$ cat src/rtl/xfer_pkg.sv
package xfer_pkg;
  typedef enum logic [2:0] {
    K_NONE,
    K_JCC,
    K_SHORT,
    K_NEAR,
    K_FAR,
    K_JCXZ,
    K_LOOP
  } kind_t;

  typedef enum logic [1:0] {
    LM_PLAIN,
    LM_ZSET,
    LM_ZCLR
  } loop_mode_t;

  typedef struct packed {
    logic o;
    logic s;
    logic z;
    logic p;
    logic c;
  } flags_t;
endpackage

$ cat src/rtl/xfer_decode.sv
module xfer_decode
  import xfer_pkg::*;
(
  input  logic [7:0]  op,
  output kind_t       kind,
  output logic [2:0]  len,
  output loop_mode_t  lmode
);
  always_comb begin
    kind  = K_NONE;
    len   = 3'd0;
    lmode = LM_PLAIN;
    if (op[7:4] == 4'h7) begin
      kind = K_JCC;
      len  = 3'd2;
    end else begin
      case (op)
        8'hEB: begin kind = K_SHORT; len = 3'd2; end
        8'hE9: begin kind = K_NEAR;  len = 3'd3; end
        8'hEA: begin kind = K_FAR;   len = 3'd5; end
        8'hE3: begin kind = K_JCXZ;  len = 3'd2; end
        8'hE2: begin kind = K_LOOP;  len = 3'd2; lmode = LM_PLAIN; end
        8'hE1: begin kind = K_LOOP;  len = 3'd2; lmode = LM_ZSET;  end
        8'hE0: begin kind = K_LOOP;  len = 3'd2; lmode = LM_ZCLR;  end
        default: begin kind = K_NONE; len = 3'd0; end
      endcase
    end
  end
endmodule

$ cat src/rtl/xfer_cond.sv
module xfer_cond
  import xfer_pkg::*;
(
  input  logic [3:0] sel,
  input  flags_t     fl,
  output logic       hit
);
  localparam int NCOND = 8;
  logic [NCOND-1:0] base;
  logic             sgn_ne;

  always_comb begin
    sgn_ne  = fl.s ^ fl.o;
    base[0] = fl.o;
    base[1] = fl.c;
    base[2] = fl.z;
    base[3] = fl.c | fl.z;
    base[4] = fl.s;
    base[5] = fl.p;
    base[6] = sgn_ne;
    base[7] = fl.z | sgn_ne;
    hit     = base[sel[3:1]] ^ sel[0];
  end
endmodule

$ cat src/rtl/xfer_addr.sv
module xfer_addr #(
  parameter int IP_W = 16
) (
  input  logic [IP_W-1:0] ip,
  input  logic [2:0]      len,
  input  logic [IP_W-1:0] disp,
  output logic [IP_W-1:0] fall,
  output logic [IP_W-1:0] target
);
  always_comb begin
    fall   = ip + IP_W'(len);
    target = fall + disp;
  end
endmodule

$ cat src/rtl/ctl_xfer_unit.sv
module ctl_xfer_unit
  import xfer_pkg::*;
#(
  parameter int IP_W  = 16,
  parameter int SEG_W = 16,
  parameter int CX_W  = 16
) (
  input  logic               clk,
  input  logic               rst_n,
  input  logic               in_valid,
  output logic               in_ready,
  input  logic [7:0]         in_op,
  input  logic [IP_W+SEG_W-1:0] in_imm,
  input  logic [IP_W-1:0]    in_ip,
  input  logic [SEG_W-1:0]   in_cs,
  input  logic [CX_W-1:0]    in_cx,
  input  logic               flag_c,
  input  logic               flag_p,
  input  logic               flag_z,
  input  logic               flag_s,
  input  logic               flag_o,
  output logic               out_valid,
  input  logic               out_ready,
  output logic               out_taken,
  output logic [IP_W-1:0]    out_ip,
  output logic [SEG_W-1:0]   out_cs,
  output logic               out_cx_we,
  output logic [CX_W-1:0]    out_cx
);
  kind_t            kind;
  loop_mode_t       lmode;
  logic [2:0]       len;
  logic             cond_hit;
  flags_t           fl;
  logic [IP_W-1:0]  disp, fall, target;
  logic [CX_W-1:0]  cx_dec;
  logic             take;
  logic [IP_W-1:0]  nip;
  logic [SEG_W-1:0] ncs;
  logic             ncx_we;
  logic [CX_W-1:0]  ncx;
  logic             fire;

  assign fl = '{o: flag_o, s: flag_s, z: flag_z, p: flag_p, c: flag_c};

  xfer_decode u_dec (.op(in_op), .kind(kind), .len(len), .lmode(lmode));
  xfer_cond   u_cond (.sel(in_op[3:0]), .fl(fl), .hit(cond_hit));
  xfer_addr #(.IP_W(IP_W)) u_addr (
    .ip(in_ip), .len(len), .disp(disp), .fall(fall), .target(target)
  );

  always_comb begin
    if (kind == K_NEAR) disp = IP_W'($signed(in_imm[15:0]));
    else                disp = IP_W'($signed(in_imm[7:0]));
  end

  always_comb begin
    cx_dec = in_cx - 1'b1;
    take   = 1'b0;
    ncx_we = 1'b0;
    unique case (kind)
      K_JCC:   take = cond_hit;
      K_SHORT, K_NEAR, K_FAR: take = 1'b1;
      K_JCXZ:  take = (in_cx == '0);
      K_LOOP: begin
        ncx_we = 1'b1;
        case (lmode)
          LM_ZSET: take = (cx_dec != '0) &&  flag_z;
          LM_ZCLR: take = (cx_dec != '0) && !flag_z;
          default: take = (cx_dec != '0);
        endcase
      end
      default: take = 1'b0;
    endcase
    if (kind == K_FAR)       nip = in_imm[IP_W-1:0];
    else if (take)           nip = target;
    else if (kind == K_NONE) nip = in_ip;
    else                     nip = fall;
    ncs = (kind == K_FAR) ? in_imm[IP_W +: SEG_W] : in_cs;
    ncx = ncx_we ? cx_dec : in_cx;
  end

  assign in_ready = !out_valid || out_ready;
  assign fire     = in_valid && in_ready;

  always_ff @(posedge clk) begin
    if (!rst_n) begin
      out_valid <= 1'b0;
      out_taken <= 1'b0;
      out_ip    <= '0;
      out_cs    <= '0;
      out_cx_we <= 1'b0;
      out_cx    <= '0;
    end else if (in_ready) begin
      out_valid <= in_valid;
      if (in_valid) begin
        out_taken <= take;
        out_ip    <= nip;
        out_cs    <= ncs;
        out_cx_we <= ncx_we;
        out_cx    <= ncx;
      end
    end
  end

  // Stream rules
  assert_accept_R2: assert property (@(posedge clk) disable iff (!rst_n)
    fire |=> out_valid);
  assert_hold_R2: assert property (@(posedge clk) disable iff (!rst_n)
    out_valid && !out_ready |=> out_valid && $stable(out_ip) && $stable(out_cs)
      && $stable(out_cx) && $stable(out_taken) && $stable(out_cx_we));
  // Segment kept by all but the far form
  assert_cs_keep_R12: assert property (@(posedge clk) disable iff (!rst_n)
    fire && in_op != 8'hEA |=> out_cs == $past(in_cs));
  assert_far_R5: assert property (@(posedge clk) disable iff (!rst_n)
    fire && in_op == 8'hEA |=> out_taken && out_ip == $past(in_imm[IP_W-1:0])
      && out_cs == $past(in_imm[IP_W +: SEG_W]));
  assert_cxz_R8: assert property (@(posedge clk) disable iff (!rst_n)
    fire && in_op == 8'hE3 |=> !out_cx_we && (out_taken == ($past(in_cx) == '0)));
  assert_loop_cx_R9: assert property (@(posedge clk) disable iff (!rst_n)
    fire && (in_op == 8'hE0 || in_op == 8'hE1 || in_op == 8'hE2)
      |=> out_cx_we && out_cx == CX_W'($past(in_cx) - 1'b1));
endmodule

$ cat config.mk
export PLATFORM = sky130hd
export DESIGN_NAME = ctl_xfer_unit
export DESIGN_NICKNAME = d
export VERILOG_FILES = /design/src/rtl/xfer_pkg.sv /design/src/rtl/xfer_decode.sv /design/src/rtl/xfer_cond.sv /design/src/rtl/xfer_addr.sv /design/src/rtl/ctl_xfer_unit.sv
export SDC_FILE = /design/constraint.sdc
export NUM_CORES = 1
export LEC_CHECK = 0
export BUFFER_PORTS_ARGS = -buffer_cell sky130_fd_sc_hd__buf_4
export CAP_MARGIN = 25
export CORE_MARGIN = 4
export CORE_UTILIZATION = 47
export DETAILED_ROUTE_END_ITERATION = 7
export GPL_TIMING_DRIVEN = 1
export PLACE_DENSITY = 0.74
export SLEW_MARGIN = 10
export SYNTH_ARGS = -nofsm -noshare
export SYNTH_HDL_FRONTEND = slang
export SYNTH_HIERARCHICAL = 1
export SYNTH_SLANG_ARGS = --single-unit
$ cat constraint.sdc
create_clock -name clk -period 4.05 [get_ports clk]
set_input_delay 0.405 -clock clk [delete_from_list [all_inputs] [get_ports clk]]
set_output_delay 0.405 -clock clk [all_outputs]
set_load 0.02 [all_outputs]
==> results.sh <==
export IMPL_die_area_mm2=0.0110
export IMPL_post_route_min_period_ns=3.92
export IMPL_hp_start="in_valid"
export IMPL_gp_congestion=0.901
export IMPL_synthCells=574
export IMPL_core_mm2=0.00920
export IMPL_synth_top_area_share_pct=23.1
export IMPL_ctsHtreeMaxLevel=2
export IMPL_fin_skew_ns=0.00495
export IMPL_die_width_um=105
export IMPL_syn_area_mm2=0.00443
export IMPL_max_slew_margin_rel_pct=48.7
export IMPL_hold_buffers=0
export IMPL_slew_viol_final=0
export IMPL_synth_enable_flop_cells=0
export IMPL_status="completed"
export IMPL_drt_iter0_markers=493
export IMPL_worstMarginPinSlew_ns=0.759
export IMPL_antenna_left=0
export IMPL_worst_r2r_cell_count=6
export IMPL_rr_startpoint="out_valid$_SDFFE_PN0N_"
export IMPL_crit_required_ns=4.25
export IMPL_drt_total_wl_um=14100
export IMPL_yosysSeqAreaShare_pct=23.1
export IMPL_avgSynthCellArea_um2=7.71
export IMPL_rsz0062_at_grt="true"
export IMPL_power_mw=1.49
export IMPL_whs_path_depth=3
export IMPL_antenna_cells=0
export IMPL_hold_viol=0
export IMPL_setup_viol=0
export IMPL_clockBufferDepth=2
export IMPL_dpl_hpwl_um=10900
export IMPL_fin_tns_setup_ns=0
export IMPL_ys_top_cells_by_area="dfxtp_1 23%, nand2_1 7.8%, ha_1 5.9%"
export IMPL_post_cts_buffers=0
export IMPL_synth_largest_area_cell="dfxtp_1"
export IMPL_cts_buffers=5
export IMPL_path_class="input pin to register"
export IMPL_drc=0
export IMPL_fp_dieH_um=105
export IMPL_drive_gt1_share_pct=32.4
export IMPL_clk_latency_ns=0.29
export IMPL_hold_path_end="out_valid$_SDFFE_PN0N_"
export IMPL_synthToLayoutAreaGrowth_pct=33.4
export IMPL_start_util_pct=48.1
export IMPL_synth_seq_cells=51
export IMPL_ys_types=64
export IMPL_fillers=842
export IMPL_hold_path_class="input pin to register"
export IMPL_grt_use_total_pct=24.6
export IMPL_synthArstFlopShare_pct=0
export IMPL_final_nets=840
export IMPL_rrSetupSlack_ns=2.05
export IMPL_worstPathArrival_ns=4.11
export IMPL_p_leak_nw=2.60
export IMPL_cts_clk_slew_worst_paths_ns=0.09
export IMPL_numClockSinks=51
export IMPL_fmax_mhz=255
export IMPL_antenna_found_initial=0
export IMPL_cp_max_fo=7
export IMPL_yosysWarnings=6
export IMPL_wl_per_cell_um=16.9
export IMPL_final_period_utilization_pct=96.7
export IMPL_rows=35
export IMPL_worstSetupStartpointType="input pin"
export IMPL_ioPinCount=149
export IMPL_p_per_area_mw_per_mm2=253
export IMPL_port_buffers=148
export IMPL_grt_pass1_wl_um=23000
export IMPL_syn_nets=694
export IMPL_r2r_end="out_ip[12]$_SDFFE_PN0P_"
export IMPL_dr_pass1_iters=5
export IMPL_drv_cap=0
export IMPL_cts_tree="done"
export IMPL_viasPerCell=5.92
export IMPL_first_global_vias=4650
export IMPL_vias=4917
export IMPL_grt_ovfl_total=0
export IMPL_grt_max_degree=41
export IMPL_worstSetupEndpointType="register"
export IMPL_cts_root_buffer="clkbuf_8"
export IMPL_peakVddDrop_v=0.000169
export IMPL_synth_ff_type="dfxtp_1"
[report_power, final]
| group | internal [mW] | switching (mW) |
|---|---|---|
| Combinational | 0.271 | 0.312 |
| Clock | 0.181 | 0.164 |
| Sequential | 0.542 | 0.0236 |
| Total | 0.993 | 0.499 |
[cells in the final DEF (no fill, tap or decap), types with 3 or more instances in the layout]
| cell | n |
|---|---|
| a211oi_1 | 31 |
| a21o_1 | 4 |
| a21oi_1 | 24 |
| a311oi_1 | 18 |
| a31oi_1 | 19 |
| and3_1 | 3 |
| buf_4 | 178 |
| clkbuf_8 | 5 |
| dfxtp_1 | 51 |
| ha_1 | 20 |
| inv_1 | 14 |
| mux2i_1 | 17 |
| nand2_1 | 92 |
| nand3_1 | 6 |
| nand4_1 | 5 |
| nor2_1 | 49 |
| nor3_1 | 6 |
| nor4b_2 | 3 |
| o21ai_0 | 34 |
| o21ai_1 | 3 |
| o221a_2 | 15 |
| o31ai_1 | 11 |
| or2_2 | 3 |
| or3_1 | 4 |
| xnor2_1 | 25 |
| xor2_1 | 22 |
[layout make-up]
type,instances,area [µm²],area share (%)
inverters,15,56.3,0.954
flip-flops and latches,51,1020,17.3
repair buffers,179,1360,23.1
clock buffers,5,68.8,1.17
well taps,111,139,2.35
multi-input cells,468,3220,54.5
clock inverters,2,37.5,0.636
[through the flow]
stage / setup slack [ns] / hold WS (ns) / util [%] / area, µm² / cells
6_report: 0.132 / 0.365 / 64.2 / 5900 / 831
3_3_place_gp: -0.336 / 0.454 / 62.4 / 5740 / 823
2_1_floorplan: 0.0534 / 0.528 / - / 4430 / 574
3_5_place_dp: -0.379 / 0.464 / 62.4 / 5740 / 823
4_1_cts: 0.0360 / 0.352 / 63.6 / 5850 / 830
5_1_grt: -0.0919 / 0.363 / 64.2 / 5900 / 831
[worst max-delay path, stage by stage]
cell and delay (ns):
buf_4 0.11, or3b_1 0.39, buf_4 0.18, nor4b_2 0.21
ha_1 0.23, fa_1 0.25, a21oi_1 0.14, nor2_1 0.21
nand3_1 0.15, xnor2_2 0.18, ha_1 0.34, and3_1 0.29
nand4_1 0.12, o21ai_1 0.28, xnor2_1 0.15, a31oi_1 0.13
o21ai_0 0.10, o221a_2 0.24
[repair_timing]
item                                    CTS  global route
pin swaps                                 0             1
hold endpoints to repair                  0             0
cloned                                    0             0
resized for setup                         1             7
endpoints found under the setup margin    1             8
[routing by layer]
layer | GRT usage, % | part of all wire (%)
met5 | 0 | 0
met1 | 33.5 | 44
met2 | 40.8 | 47
met4 | 6.19 | 1.4
met3 | 3.83 | 7.3
[registers in the layout, summed over array words and instances, names as in the netlist]
register,cells
out_cs,16
out_cx,16
out_ip,16
out_cx_we,1
out_taken,1
out_valid,1
[synthesized netlist by cell type, drive strengths merged, types with 2 or more instances]
master and instances:
nand2 92, dfxtp 51, nor2 49, clkbuf 37, o21ai 37, a211oi 33
a21oi 27, xnor2 26, xor2 22, ha 21, a311oi 19, a31oi 19
mux2i 17, o221a 16, inv 14, o31ai 11, nor3 7, nand3 6
nand4 6, or3 6, nor4b 5, a21o 4, nor4 4, and3 3
buf 3, or2 3, a221o 2, a31o 2, and2 2, and3b 2
fa 2, nand2b 2, nor2b 2, nor3b 2, o211ai 2, o21a 2
o41ai 2, or3b 2
[worst max-delay path by stage]
stage | startpoint | end | slack, ns | cells past startpoint
4_1_cts | in_op[4] | out_ip[15]$_SDFFE_PN0P_ | 0.04 | 19
6_report | in_op[4] | out_ip[15]$_SDFFE_PN0P_ | 0.13 | 18
3_3_place_gp | in_op[4] | out_ip[15]$_SDFFE_PN0P_ | -0.34 | 19
5_1_grt | in_op[4] | out_ip[9]$_SDFFE_PN0P_ | -0.09 | 19
2_1_floorplan | in_op[4] | out_ip[15]$_SDFFE_PN0P_ | 0.05 | 18
3_5_place_dp | in_op[4] | out_ip[15]$_SDFFE_PN0P_ | -0.38 | 19
[cells by family after synthesis]
group | count (synthesis) | synth area share, %
DFF | 51 | 23.1
xor gates and xnor gates | 48 | 9.50
buffers and inverters | 55 | 5.32
adders and majority gates | 23 | 6.84
muxes | 17 | 3.84
AOI/OAI and AO/OA | 180 | 29.2
and+or+nand+nor | 200 | 22.2
Power figures use the tool's default switching activity.
